===== config.mk =====
export PLATFORM = sky130hd
export DESIGN_NAME = i2c_strap_target
export DESIGN_NICKNAME = d
export VERILOG_FILES = /design/src/rtl/i2c_tgt_pkg.sv /design/src/rtl/i2c_line_monitor.sv /design/src/rtl/i2c_strap_addr.sv /design/src/rtl/i2c_byte_engine.sv /design/src/rtl/i2c_strap_target.sv
export SDC_FILE = /design/constraint.sdc
export NUM_CORES = 1
export LEC_CHECK = 0
export ABC_AREA = 1
export BUFFER_PORTS_ARGS = -buffer_cell sky130_fd_sc_hd__buf_2
export CORE_MARGIN = 3
export CORE_UTILIZATION = 30
export DETAILED_ROUTE_END_ITERATION = 8
export PLACE_DENSITY = 0.53
export SLEW_MARGIN = 20
export SYNTH_ARGS = -nofsm -noshare
export SYNTH_HDL_FRONTEND = slang
export SYNTH_SLANG_ARGS = --single-unit

===== constraint.sdc =====
create_clock -name clk -period 2.27 [get_ports clk]
set_clock_uncertainty 0.15 [all_clocks]
set_input_delay 0.1135 -clock clk [delete_from_list [all_inputs] [get_ports clk]]
set_output_delay 0.1135 -clock clk [all_outputs]
set_load 0.02 [all_outputs]

===== src/rtl/i2c_tgt_pkg.sv =====
// Package: shared state encoding and strap address values for the I2C target.
// Assumes: 7-bit addressing only.
package i2c_tgt_pkg;

    typedef enum logic [2:0] {
        ST_IDLE = 3'd0,
        ST_ADDR = 3'd1,
        ST_AACK = 3'd2,
        ST_WRX  = 3'd3,
        ST_WACK = 3'd4,
        ST_RDX  = 3'd5,
        ST_RACK = 3'd6,
        ST_SKIP = 3'd7
    } tgt_state_e;

    localparam logic [6:0] DEV_ADDR_LOW  = 7'h10;
    localparam logic [6:0] DEV_ADDR_HIGH = 7'h11;
    localparam logic [6:0] DEV_ADDR_DATA = 7'h13;

    localparam logic [1:0] STRAP_LOW  = 2'b00;
    localparam logic [1:0] STRAP_HIGH = 2'b01;
    localparam logic [1:0] STRAP_DATA = 2'b10;

endpackage


===== src/rtl/i2c_line_monitor.sv =====
// Module: i2c_line_monitor
// Synchronises SCL and SDA into the clk domain and reports SCL edges, START
// and STOP. A STOP in the same SCL high phase as a START is suppressed.
// Assumes: clk is at least several times faster than SCL; SYNC_STAGES >= 2.
module i2c_line_monitor #(
    parameter int SYNC_STAGES = 2
) (
    input  logic clk,
    input  logic rst_n,
    input  logic scl_in,
    input  logic sda_in,
    output logic scl_s,
    output logic sda_s,
    output logic scl_rise,
    output logic scl_fall,
    output logic start_det,
    output logic stop_det
);
    localparam int LAST = SYNC_STAGES - 1;

    logic [LAST:0] scl_ff;
    logic [LAST:0] sda_ff;
    logic          scl_q;
    logic          sda_q;
    logic          start_hi;
    logic          stop_raw;

    // Synchroniser chains; stage 0 takes the pin, one stage per generate step.
    always_ff @(posedge clk) begin
        if (!rst_n) begin
            scl_ff[0] <= 1'b1;
            sda_ff[0] <= 1'b1;
        end else begin
            scl_ff[0] <= scl_in;
            sda_ff[0] <= sda_in;
        end
    end

    for (genvar g = 1; g < SYNC_STAGES; g++) begin : g_sync
        // One further synchroniser stage.
        always_ff @(posedge clk) begin
            if (!rst_n) begin
                scl_ff[g] <= 1'b1;
                sda_ff[g] <= 1'b1;
            end else begin
                scl_ff[g] <= scl_ff[g-1];
                sda_ff[g] <= sda_ff[g-1];
            end
        end
    end

    assign scl_s = scl_ff[LAST];
    assign sda_s = sda_ff[LAST];

    // Previous synchronised sample, for edge detection.
    always_ff @(posedge clk) begin
        if (!rst_n) begin
            scl_q <= 1'b1;
            sda_q <= 1'b1;
        end else begin
            scl_q <= scl_s;
            sda_q <= sda_s;
        end
    end

    assign scl_rise  = scl_s & ~scl_q;
    assign scl_fall  = ~scl_s & scl_q;
    assign start_det = scl_s & scl_q & sda_q & ~sda_s;
    assign stop_raw  = scl_s & scl_q & ~sda_q & sda_s;

    // Marks the SCL high phase that carried a START.
    always_ff @(posedge clk) begin
        if (!rst_n)
            start_hi <= 1'b0;
        else if (start_det)
            start_hi <= 1'b1;
        else if (scl_fall)
            start_hi <= 1'b0;
    end

    assign stop_det = stop_raw & ~start_hi;

endmodule


===== src/rtl/i2c_strap_addr.sv =====
// Module: i2c_strap_addr
// Decodes the 2-bit strap into the 7-bit device address. The unused code
// falls back to the low-strap address.
// Assumes: strap_sel is static during a transfer.
module i2c_strap_addr
    import i2c_tgt_pkg::*;
(
    input  logic [1:0] strap_sel,
    output logic [6:0] dev_addr
);
    // Strap to address lookup.
    always_comb begin
        case (strap_sel)
            STRAP_HIGH: dev_addr = DEV_ADDR_HIGH;
            STRAP_DATA: dev_addr = DEV_ADDR_DATA;
            STRAP_LOW:  dev_addr = DEV_ADDR_LOW;
            default:    dev_addr = DEV_ADDR_LOW;
        endcase
    end
endmodule


===== src/rtl/i2c_byte_engine.sv =====
// Module: i2c_byte_engine
// Bit/byte sequencer: address match, ACK drive, write and read byte transfer,
// register pointer. All SDA drive changes are made on SCL falling edges.
// Assumes: reg_rdata reflects reg_addr combinationally.
module i2c_byte_engine
    import i2c_tgt_pkg::*;
#(
    parameter int PTR_W = 8
) (
    input  logic             clk,
    input  logic             rst_n,
    input  logic             scl_rise,
    input  logic             scl_fall,
    input  logic             sda_s,
    input  logic             start_det,
    input  logic             stop_det,
    input  logic [6:0]       dev_addr,
    input  logic [7:0]       reg_rdata,
    output logic             sda_oe,
    output logic             reg_wr,
    output logic [7:0]       reg_wdata,
    output logic             reg_rd,
    output logic [PTR_W-1:0] reg_addr
);
    localparam int BITS = 8;
    localparam int CW   = $clog2(BITS);
    localparam logic [CW-1:0] LAST_BIT = CW'(BITS - 1);

    tgt_state_e      state;
    logic [CW-1:0]   cnt;
    logic [6:0]      sr;
    logic [6:0]      tx;
    logic            ackph;
    logic            rw_q;
    logic            need_ptr;
    logic            more;
    logic [PTR_W-1:0] ptr;
    logic [7:0]      rx_byte;

    // Byte assembled from the shift register and the current bit.
    always_comb rx_byte = {sr, sda_s};

    assign reg_addr = ptr;

    // Main sequencer.
    always_ff @(posedge clk) begin
        if (!rst_n) begin
            state     <= ST_IDLE;
            cnt       <= '0;
            sr        <= '0;
            tx        <= '0;
            ackph     <= 1'b0;
            rw_q      <= 1'b0;
            need_ptr  <= 1'b0;
            more      <= 1'b0;
            ptr       <= '0;
            sda_oe    <= 1'b0;
            reg_wr    <= 1'b0;
            reg_wdata <= '0;
            reg_rd    <= 1'b0;
        end else begin
            reg_wr <= 1'b0;
            reg_rd <= 1'b0;
            if (reg_wr || reg_rd)
                ptr <= ptr + PTR_W'(1);
            if (start_det) begin
                state  <= ST_ADDR;
                cnt    <= '0;
                ackph  <= 1'b0;
                sda_oe <= 1'b0;
            end else if (stop_det) begin
                state  <= ST_IDLE;
                sda_oe <= 1'b0;
            end else begin
                case (state)
                    ST_ADDR: if (scl_rise) begin
                        sr  <= rx_byte[6:0];
                        cnt <= cnt + CW'(1);
                        if (cnt == LAST_BIT) begin
                            if (rx_byte[7:1] == dev_addr) begin
                                state    <= ST_AACK;
                                rw_q     <= rx_byte[0];
                                need_ptr <= ~rx_byte[0];
                                ackph    <= 1'b0;
                            end else begin
                                state <= ST_SKIP;
                            end
                        end
                    end
                    ST_AACK: if (scl_fall) begin
                        if (!ackph) begin
                            sda_oe <= 1'b1;
                            ackph  <= 1'b1;
                        end else begin
                            ackph <= 1'b0;
                            cnt   <= '0;
                            if (rw_q) begin
                                tx     <= reg_rdata[6:0];
                                sda_oe <= ~reg_rdata[7];
                                reg_rd <= 1'b1;
                                state  <= ST_RDX;
                            end else begin
                                sda_oe <= 1'b0;
                                state  <= ST_WRX;
                            end
                        end
                    end
                    ST_WRX: if (scl_rise) begin
                        sr  <= rx_byte[6:0];
                        cnt <= cnt + CW'(1);
                        if (cnt == LAST_BIT) begin
                            if (need_ptr) begin
                                ptr      <= PTR_W'(rx_byte);
                                need_ptr <= 1'b0;
                            end else begin
                                reg_wr    <= 1'b1;
                                reg_wdata <= rx_byte;
                            end
                            ackph <= 1'b0;
                            state <= ST_WACK;
                        end
                    end
                    ST_WACK: if (scl_fall) begin
                        if (!ackph) begin
                            sda_oe <= 1'b1;
                            ackph  <= 1'b1;
                        end else begin
                            ackph  <= 1'b0;
                            sda_oe <= 1'b0;
                            cnt    <= '0;
                            state  <= ST_WRX;
                        end
                    end
                    ST_RDX: if (scl_fall) begin
                        if (cnt == LAST_BIT) begin
                            sda_oe <= 1'b0;
                            state  <= ST_RACK;
                        end else begin
                            sda_oe <= ~tx[6];
                            tx     <= {tx[5:0], 1'b0};
                            cnt    <= cnt + CW'(1);
                        end
                    end
                    ST_RACK: begin
                        if (scl_rise)
                            more <= ~sda_s;
                        if (scl_fall) begin
                            if (more) begin
                                tx     <= reg_rdata[6:0];
                                sda_oe <= ~reg_rdata[7];
                                reg_rd <= 1'b1;
                                cnt    <= '0;
                                state  <= ST_RDX;
                            end else begin
                                state <= ST_SKIP;
                            end
                        end
                    end
                    default: ;
                endcase
            end
        end
    end

endmodule


===== src/rtl/i2c_strap_target.sv =====
// Module: i2c_strap_target (top)
// I2C target front end: line monitor, strap address decode and byte engine.
// Assumes: no clock stretching; SDA output is open drain via sda_oe.
module i2c_strap_target #(
    parameter int PTR_W       = 8,
    parameter int SYNC_STAGES = 2
) (
    input  logic             clk,
    input  logic             rst_n,
    input  logic [1:0]       strap_sel,
    input  logic             scl_in,
    input  logic             sda_in,
    output logic             sda_oe,
    output logic [PTR_W-1:0] reg_addr,
    output logic             reg_wr,
    output logic [7:0]       reg_wdata,
    output logic             reg_rd,
    input  logic [7:0]       reg_rdata
);
    logic       scl_sync;
    logic       sda_sync;
    logic       scl_rise;
    logic       scl_fall;
    logic       start_det;
    logic       stop_det;
    logic [6:0] dev_addr;

    i2c_line_monitor #(.SYNC_STAGES(SYNC_STAGES)) u_mon (
        .clk       (clk),
        .rst_n     (rst_n),
        .scl_in    (scl_in),
        .sda_in    (sda_in),
        .scl_s     (scl_sync),
        .sda_s     (sda_sync),
        .scl_rise  (scl_rise),
        .scl_fall  (scl_fall),
        .start_det (start_det),
        .stop_det  (stop_det)
    );

    i2c_strap_addr u_strap (
        .strap_sel (strap_sel),
        .dev_addr  (dev_addr)
    );

    i2c_byte_engine #(.PTR_W(PTR_W)) u_eng (
        .clk       (clk),
        .rst_n     (rst_n),
        .scl_rise  (scl_rise),
        .scl_fall  (scl_fall),
        .sda_s     (sda_sync),
        .start_det (start_det),
        .stop_det  (stop_det),
        .dev_addr  (dev_addr),
        .reg_rdata (reg_rdata),
        .sda_oe    (sda_oe),
        .reg_wr    (reg_wr),
        .reg_wdata (reg_wdata),
        .reg_rd    (reg_rd),
        .reg_addr  (reg_addr)
    );

endmodule


# Yosys cells after proc, flatten, opt, wreduce, memory -nomap -nowiden
# Index checks and enable logic that the tools add are counted.
dict set report word_totals {
  ramBits 0
  mem_bits_ro 0
  n_memories 0
  output_inout_bits 19
  in_bits 14
  latchBits 0
  word_cells 179
  reg_bits 50
}
dict set report classes {
  n_shift 0
  n_reduce_logical 25
  add_sub_neg 2
  mul 0
  order_cmp 0
  n_eq_ne 39
  bitwise_logic 22
  n_mux 70
  div_mod_pow 0
}
# operator count
set op_table {}
lappend op_table {{3-bit two-way mux} 20}
lappend op_table {{8-bit two-way mux} 7}
lappend op_table {{7-bit two-way mux} 7}
lappend op_table {{1-bit two-way mux} 27}
lappend op_table {{4-bit != test (second input constant)} 6}
lappend op_table {{12-bit AND reduction} 2}
lappend op_table {{2-bit by 1-bit != test with 1-bit output (second input constant)} 11}
lappend op_table {{7-bit case mux with 3 select lines} 1}
lappend op_table {{4-bit by 3-bit != test with 1-bit output (second input constant)} 5}
lappend op_table {{3-bit case mux with 6 select lines} 1}
lappend op_table {{6-bit AND reduction} 3}
lappend op_table {{8-bit AND reduction} 2}
lappend op_table {{2-bit != test (second input constant)} 7}
lappend op_table {{1-bit NOT} 14}
lappend op_table {{3-bit equality test (second input constant)} 4}
lappend op_table {{3-bit case mux with 4 select lines} 1}
lappend op_table {{10-bit AND reduction} 1}
lappend op_table {{9-bit AND reduction} 1}
lappend op_table {{8-bit by 1-bit adder with 8-bit output (second input constant)} 1}
lappend op_table {{1-bit bitwise AND} 8}
lappend op_table {{4-bit AND reduction} 2}
lappend op_table {{4-bit nonzero test} 2}
lappend op_table {{8-bit nonzero test} 1}
lappend op_table {{7-bit by 5-bit equality test with 1-bit output} 1}
lappend op_table {{other kinds (17)} 23}

# Logic depth before layout (Yosys ltp)
# Gate-level depths: netlist of run 1.
dict set report depth {
  ltp_word 9
  ltp_mapped 12
  mapped_depth_nobuf 12
}

# Hierarchy
# Synthesis of run 1 repeated with hierarchy kept, for this count alone.
dict set report hier_totals {
  hier_cells 399
  hier_area_um2 2718.9
}
# module cells_each area_per_inst_um2 n_inst
set modules_own_cells {}
lappend modules_own_cells {i2c_byte_engine 361 2413.6 1}
lappend modules_own_cells {i2c_line_monitor 28 240.2 1}
lappend modules_own_cells {i2c_strap_addr 10 65.1 1}

# Worst setup path after synthesis of run 1
# Ideal clock, no wire load.
dict set report synth_timing {
  kind {flip-flop to flip-flop}
  start {reg u_eng.cnt[0]}
  end {reg u_eng.ptr[6] (netlist: u_eng.reg_addr[6])}
  path_slack_ns 0.550
  arrival_time_ns 1.454
  stages_incl_launch_ff 10
  cell_sequence {dfxtp_1 ha_1 ha_1 nand3_1 inv_1 nand4_1 buf_2 o21ai_0 o21ai_0 inv_1}
}
dict set report synth_via {
  elab_chain_len 6
}
# element line_no
set synth_lines {}
lappend synth_lines {{from (decl)} i2c_byte_engine.sv:30} ;# logic [CW-1:0] cnt;
lappend synth_lines {{from (signal assigned)} i2c_byte_engine.sv:78} ;# cnt <= cnt + CW'(1);
lappend synth_lines {{from (signal assigned)} i2c_byte_engine.sv:110} ;# cnt <= cnt + CW'(1);
lappend synth_lines {{from (signal assigned)} i2c_byte_engine.sv:141} ;# cnt <= cnt + CW'(1);
lappend synth_lines {{3-bit equality test} i2c_byte_engine.sv:111} ;# if (cnt == LAST_BIT) begin
lappend synth_lines {{8-bit two-way mux} i2c_byte_engine.sv:111}
lappend synth_lines {{8-bit two-way mux} i2c_byte_engine.sv:108} ;# ST_WRX: if (scl_rise) begin
lappend synth_lines {{8-bit two-way mux} i2c_byte_engine.sv:75} ;# case (state)
lappend synth_lines {{8-bit two-way mux} i2c_byte_engine.sv:71} ;# end else if (stop_det) begin
lappend synth_lines {{8-bit two-way mux} i2c_byte_engine.sv:66} ;# if (start_det) begin
lappend synth_lines {{to (signal assigned)} i2c_byte_engine.sv:65} ;# ptr <= ptr + PTR_W'(1);
lappend synth_lines {{to (signal assigned)} i2c_byte_engine.sv:113} ;# ptr <= PTR_W'(rx_byte);
lappend synth_lines {{to (decl)} i2c_byte_engine.sv:37} ;# logic [PTR_W-1:0] ptr;
# Every way passes these cells.
# A chain may end at the register's enable or synchronous reset.

# Worst setup path after layout of run 1
dict set report layout_timing {
  start {reg u_eng.state[1]}
  end {reg u_eng.tx[0]}
}
dict set report layout_via {
  elab_chain_len 3
  elab_cells_between_ends 13
}
# element line_no
set layout_lines {}
lappend layout_lines {{from (decl)} i2c_byte_engine.sv:29} ;# tgt_state_e state;
lappend layout_lines {{from (signal assigned)} i2c_byte_engine.sv:48} ;# state <= ST_IDLE;
lappend layout_lines {{from (signal assigned)} i2c_byte_engine.sv:67} ;# state <= ST_ADDR;
lappend layout_lines {{from (signal assigned)} i2c_byte_engine.sv:72} ;# state <= ST_IDLE;
lappend layout_lines {{3-bit by 2-bit equality test with 1-bit output or 3-bit equality test (tied branches)} i2c_byte_engine.sv:75}
lappend layout_lines {{2-bit by 1-bit != test with 1-bit output (no line), or another cell as far along} --}
lappend layout_lines {{10-bit AND reduction (no line)} --}
lappend layout_lines {{to (signal assigned)} i2c_byte_engine.sv:98} ;# tx <= reg_rdata[6:0];
lappend layout_lines {{to (signal assigned)} i2c_byte_engine.sv:140} ;# tx <= {tx[5:0], 1'b0};
lappend layout_lines {{to (signal assigned)} i2c_byte_engine.sv:149} ;# tx <= reg_rdata[6:0];
lappend layout_lines {{to (decl)} i2c_byte_engine.sv:32} ;# logic [6:0] tx;
# Several ways; a longest one is shown, not always the timed one.

==> run_results.csv, run 1 <==
group,metric,value,unit
yosys,synth.ff_latch_count,50,
yosys,netlist_area,2602,um2
power,pwr-share-comb,30.9,%
placed_design,dp_hpwl,4.727,mm
sta,slew_headroom,57.44,%
sta,rsz0062_at_grt,"false",
critical_path,ff2ff_path_depth,7,
power,intPower,1541,uW
sta,setup_tns,0,ns
sta,hold_viol,0,
yosys,async_reset_ff_share,0,%
yosys,syn_nets,384,
final_layout,regArea,1001,um2
floorplan,num_io_pins,33,
critical_path,crit_top_cell,"a21oi_1",
grt,gr-total-overflow,0,
route,drtIter0Drc,87,
cts,cts_root_buf,"clkbuf_8",
route,antenna_left,0,
final_layout,syn_to_final_growth,16.39,%
route,drt_pass1_iterations,4,
worst_hold_path,hold_depth,5,
sta,period_minus_slack,2.057,ns
yosys,synthDistinctLibCells,34,
critical_path,path_cells,"inv_2 -> nand3_2 -> a21oi_1 -> nor2_2 -> nand2_4 -> nand2_1 -> a21oi_1",
sta,tightest_slew,0.6377,ns
grt,grt_first_pass_wirelength,10.87,mm
sta,max_freq,486.2,MHz
grt,antenna_found_initial,0,
final_layout,fin_area,3029,um2
floorplan,fp-row-count,33,
final_layout,multi_input_area,1359,um2
yosys,yosys_warnings,0,
grt,grt_pass1_vias,2300,
floorplan,die-area,9829,um2
yosys,synthCells,366,
final_layout,final_nets,423,
final_layout,drive_gt1_share,19.95,%
cts,cts_tree,"yes",
route,vias_per_cell,4.787,
sta,slew_violations,0,
floorplan,die_height,99.14,um
power,p_seq_share,42.5,%
yosys,avgSynthCellArea,7.111,um2
power,pwr-share-clk,26.6,%
yosys,post-synth-top-count-cell,"nand2_1",
yosys,synth.area.top_cells,"dfxtp_1, nand2_1, a21oi_1",
cts,clk-insertion-delay-late,0.31,ns
critical_path,slowest_delay,0.64,ns
power,p_leak,0.001421,uW
job,max_cap_viol_count,0,
yosys,synth_common_cells,"nand2_1, dfxtp_1, inv_1",
sta,timing.final.crit_share,90.60,%
final_layout,fillers,917,
floorplan,coreArea,8341,um2
yosys,synth_edf_count,0,
critical_path,worstSetupEndpointType,"register",
route,drcViolationCount,0,
critical_path,arrival,2.08,ns
critical_path,path_class,"reg2reg",
placed_design,place_area,2883,um2
grt,grt_start_max_net_pins,25,
route,wl_per_cell,12.40,um
cts,numCtsBuffers,5,
critical_path,cp.required,2.29,ns
placed_design,io_buffers,32,
floorplan,die_x,99.14,um
cts,clock-sinks,50,
worst_hold_path,worstHoldPathType,"in2reg",
placed_design,dpl.cell_count,499,
cts,clockBufferDepth,2,
yosys,yosys.area.top_type,"dfxtp_1",
placed_design,gp_congestion,0.8944,
final_layout,postLayoutCoreUtil,36.32,%
cts,ctsResizeCount,0,
critical_path,cp_max_fo,14,
power,p_switching,856.9,uW
yosys,synth_flop_cell,"dfxtp_1",
final_layout,finalNonFillerCells,511,
yosys,synth-seq-area-share,38.46,%
power,p_per_area,791.6,nW/um2
floorplan,start_util,31.20,%
cts,htreeDepth,2,
grt,grt_use_total,13.32,%
final_layout,antenna_cells,0,
power,ir_drop,313.6,uV
yosys,synth_top_area_share,38.46,%
sta,finalSetupViolations,0,
power,power.share.switching,35.73,%
critical_path,worst_path_max_delay_cell,"dfxtp_1",
cts,path_clk_slew,0.10,ns
critical_path,critPathLaunchType,"register",
route,wl,6.335,mm
status,run_status,"finished clean",
route,vias,2446,
==> critical path: cells and delay by family, from the launching register on <==
kind	cells	cell delay [ns]
buf+inv	1	0.12
compound gates	2	0.19
simple gates	4	0.81
flops	1	0.64
==> final cells by class <==
cell class | instances | area share (%)
clock inverter | 3 | 1.322
tap | 105 | 4.337
multi-input combinational | 259 | 44.86
clock buffer | 5 | 2.272
sequential | 50 | 33.04
inverter | 45 | 5.659
timing repair buffer | 44 | 8.509
==> power groups by stage <==
stage | Clock [uW] | Sequential (uW) | Combinational, uW
floorplan | 0 | 1010 | 608
global placement | 0 | 1040 | 739
detailed placement | 0 | 1040 | 734
CTS | 662 | 1020 | 743
global route | 689 | 1030 | 842
finish | 638 | 1020 | 742
==> layer usage <==
layer	up-vias	track usage, %	wire (um)
met1	1111	18.10	3083
met2	53	21.64	2869
met3	9	2.945	314
met5	-	0	0
li1	1273	-	-
met4	0	3.046	68
==> sequential cells by signal, summed over array words and instances (netlist names) <==
name,count
u_mon.start_hi,1
u_mon.sda_q,1
u_eng.reg_wdata,8
u_mon.scl_q,1
u_eng.tx,7
u_eng.more,1
u_eng.sda_oe,1
u_mon.scl_s,1
u_eng.rw_q,1
u_eng.need_ptr,1
u_mon.sda_ff,1
u_eng.ackph,1
u_eng.reg_rd,1
u_eng.reg_wr,1
u_mon.sda_s,1
u_mon.scl_ff,1
u_eng.reg_addr,8
u_eng.sr,7
u_eng.state,3
u_eng.cnt,3
==> through the flow <==
step / hold slack, ns / total power (uW) / worst slack (ns)
final: 0.02217 / 2398 / 0.2134
after global routing: 0.03116 / 2559 / 0.06315
after CTS: 0.01146 / 2423 / 0.1670
after detailed placement: 0.1550 / 1771 / 0.2003
after global placement: 0.1504 / 1775 / 0.2543
after floorplan: 0.07008 / 1621 / 0.5504
==> layout by cell type (no fill, tap or decap), types with 8 or more instances in the layout <==
cell type,n
buf_4,9
dfxtp_1,50
o21ai_0,28
inv_1,39
nand4_1,8
a21oi_1,38
nor2_1,34
nand2_1,74
nand3_1,26
buf_2,32
==> cells by family (layout without fill, tap and decap cells) <==
logic type	Yosys count	in the layout	share of synthesized area, %
compound gates	76	76	15.43
xor+xnor	6	6	2.019
fa+ha+maj	4	4	1.923
buf+inv	57	97	9.327
flops	50	50	38.46
simple gates	173	173	32.84
==> repair_timing <==
| item | 4_1_cts | 5_1_grt |
|---|---|---|
| endpoints found under the setup margin | 0 | 4 |
| hold endpoints to repair | 3 | 0 |
| setup buffers | 0 | 1 |
| hold buffers | 3 | 0 |
==> path summary, 6_finish.rpt <==
kind                   startpoint           to  slack [ns]
setup / recovery   u_eng.state[1]  u_eng.tx[0]        0.21
hold reg to reg   u_mon.scl_ff[0]  u_mon.scl_s        0.27
setup reg to reg   u_eng.state[1]  u_eng.tx[0]        0.21
hold / removal       reg_rdata[3]  u_eng.tx[3]        0.02
Power figures use the tool's default switching activity.
==> run 2, diff against run 1 <==
CAP_MARGIN = 20   (was unset)
RECOVER_POWER = 25   (was unset)
==> run 2 against run 1 <==
Core utilization decreased by 0.18 points. Largest cell class unchanged. Highest routed layer unchanged. Wire length decreased by 0.21%. Total power decreased by 0.18%. Non-clock buffer count unchanged. Final cell count unchanged. Register-to-register slack about the same. Largest power group unchanged.
==> run_results.csv, run 2 (same netlist as run 1, synthesis figures left out) <==
group,metric,value,unit
sta,rsz0062_at_grt,"false",
route,vias,2433,
grt,gr-total-overflow,0,
cts,cts_root_buf,"clkbuf_8",
power,power.total,2394,uW
critical_path,r2r_setup_slack,0.21,ns
floorplan,die_height,99.14,um
job,max_cap_viol_count,0,
critical_path,path_cells,"inv_2 -> nand3_2 -> a21oi_1 -> nor2_2 -> nand2_4 -> nand2_1 -> a21oi_1",
final_layout,fin_area,3014,um2
power,ir_drop,313.4,uV
sta,timing.final.crit_share,90.77,%
grt,grt_pass1_vias,2300,
critical_path,critPathLaunchType,"register",
critical_path,path_class,"reg2reg",
route,drtIter0Drc,94,
sta,max_freq,485.3,MHz
route,wl,6.322,mm
cts,numCtsBuffers,5,
cts,htreeDepth,2,
critical_path,worstSetupEndpointType,"register",
critical_path,arrival,2.08,ns
placed_design,gp_congestion,0.8944,
route,drt_pass1_iterations,4,
cts,ctsResizeCount,0,
critical_path,cp.required,2.29,ns
final_layout,postLayoutCoreUtil,36.14,%
placed_design,io_buffers,32,
floorplan,coreArea,8341,um2
final_layout,final_nets,423,
cts,clk-insertion-delay-late,0.31,ns
final_layout,antenna_cells,0,
cts,clockBufferDepth,2,
critical_path,timing.rr.end,"u_eng.tx[0]",
critical_path,ff2ff_path_depth,7,
power,pwr-share-clk,26.6,%
critical_path,cp_max_fo,14,
sta,setup_tns,0,ns
final_layout,mostFrequentLayoutCells,"nand2_1, dfxtp_1, inv_1, a21oi_1, nor2_1",
sta,slew_headroom,57.31,%
sta,hold_viol,0,
worst_hold_path,hp-start,"reg_rdata[3]",
power,power.share.switching,35.73,%
critical_path,worst_path_max_delay_cell,"dfxtp_1",
floorplan,die-area,9829,um2
grt,grt_use_total,13.32,%
final_layout,final_common_cell,"nand2_1",
cts,path_clk_slew,0.10,ns
sta,finalSetupViolations,0,
grt,grt_first_pass_wirelength,10.87,mm
sta,period_minus_slack,2.061,ns
route,antenna_left,0,
route,drcViolationCount,0,
cts,clock-sinks,50,
sta,slew_violations,0,
sta,hold_ws,0.02184,ns
final_layout,syn_to_final_growth,15.82,%
placed_design,dp_hpwl,4.727,mm
floorplan,start_util,31.20,%
power,intPower,1538,uW
critical_path,timing.rr.start,"u_eng.state[1]",
grt,antenna_found_initial,0,
route,vias_per_cell,4.761,
final_layout,drive_gt1_share,16.75,%
placed_design,place_area,2883,um2
route,wl_per_cell,12.37,um
floorplan,num_io_pins,33,
worst_hold_path,hold_path_end,"u_eng.tx[3]",
critical_path,slowest_delay,0.64,ns
power,pwr-share-comb,30.8,%
power,p_leak,0.001372,uW
worst_hold_path,hold_depth,5,
sta,tightest_slew,0.6396,ns
grt,grt_start_max_net_pins,25,
critical_path,crit_top_cell,"a21oi_1",
floorplan,die_x,99.14,um
power,p_switching,855.4,uW
worst_hold_path,worstHoldPathType,"in2reg",
status,run_status,"finished clean",
floorplan,fp-row-count,33,
cts,cts_tree,"yes",
power,p_per_area,794.2,nW/um2
power,p_seq_share,42.6,%
## run 2: changes by cell type in the layout (fill, tap and decap cells not counted), sizes merged
cell,change
clkbuf,+12
buf,-12
## run 2: power groups by stage
stage	registers, uW	logic, uW	clock network (uW)
global route	1030	840	689
floorplan	1010	608	0
CTS	1020	743	662
finish	1020	738	637
detailed placement	1040	734	0
global placement	1040	739	0
## run 2: final cells by class
class | count | area, um2
clock inverter | 3 | 40.04
inverter | 45 | 171.4
timing repair buffer | 44 | 242.7
fill | 921 | 5326
sequential | 50 | 1001
tap | 105 | 131.4
multi-input combinational | 259 | 1359
clock buffer | 5 | 68.82
## run 2: stage by stage
step                std cells  setup slack [ns]
finish                    511            0.2095
global placement          499            0.2543
global route              511           0.06315
CTS                       510            0.1670
detailed placement        499            0.2003
floorplan                 366            0.5504
## run 2: worst max-delay path: cells and delay by family (launching register included)
family | cells | cell delay (ns)
compound gates | 2 | 0.19
buf+inv | 1 | 0.12
simple gates | 4 | 0.81
flops | 1 | 0.64
## run 2: metal layers
layer	up-vias	track usage (%)	share of wire (%)
met4	0	3.046	1.1
met5	-	0	0
met2	45	21.64	45
li1	1272	-	-
met1	1107	18.10	49
met3	9	2.945	4.7
## run 2: how the worst max path moves through the flow
stage / from / slack [ns] / endpoint
4_1_cts: u_eng.cnt[1] / 0.17 / u_eng.reg_addr[4]
3_5_place_dp: u_eng.cnt[1] / 0.20 / u_eng.reg_addr[7]
5_1_grt: u_eng.state[1] / 0.06 / u_eng.cnt[0]
6_report: u_eng.state[1] / 0.21 / u_eng.tx[0]
3_3_place_gp: u_eng.cnt[0] / 0.25 / u_eng.reg_addr[6]
2_1_floorplan: u_eng.cnt[0] / 0.55 / u_eng.reg_addr[6]
## run 2: what timing repair did
item                                    CTS  global route
hold endpoints to repair                  3             0
buffers inserted                          0             1
hold buffers                              3             0
endpoints found under the setup margin    0             4
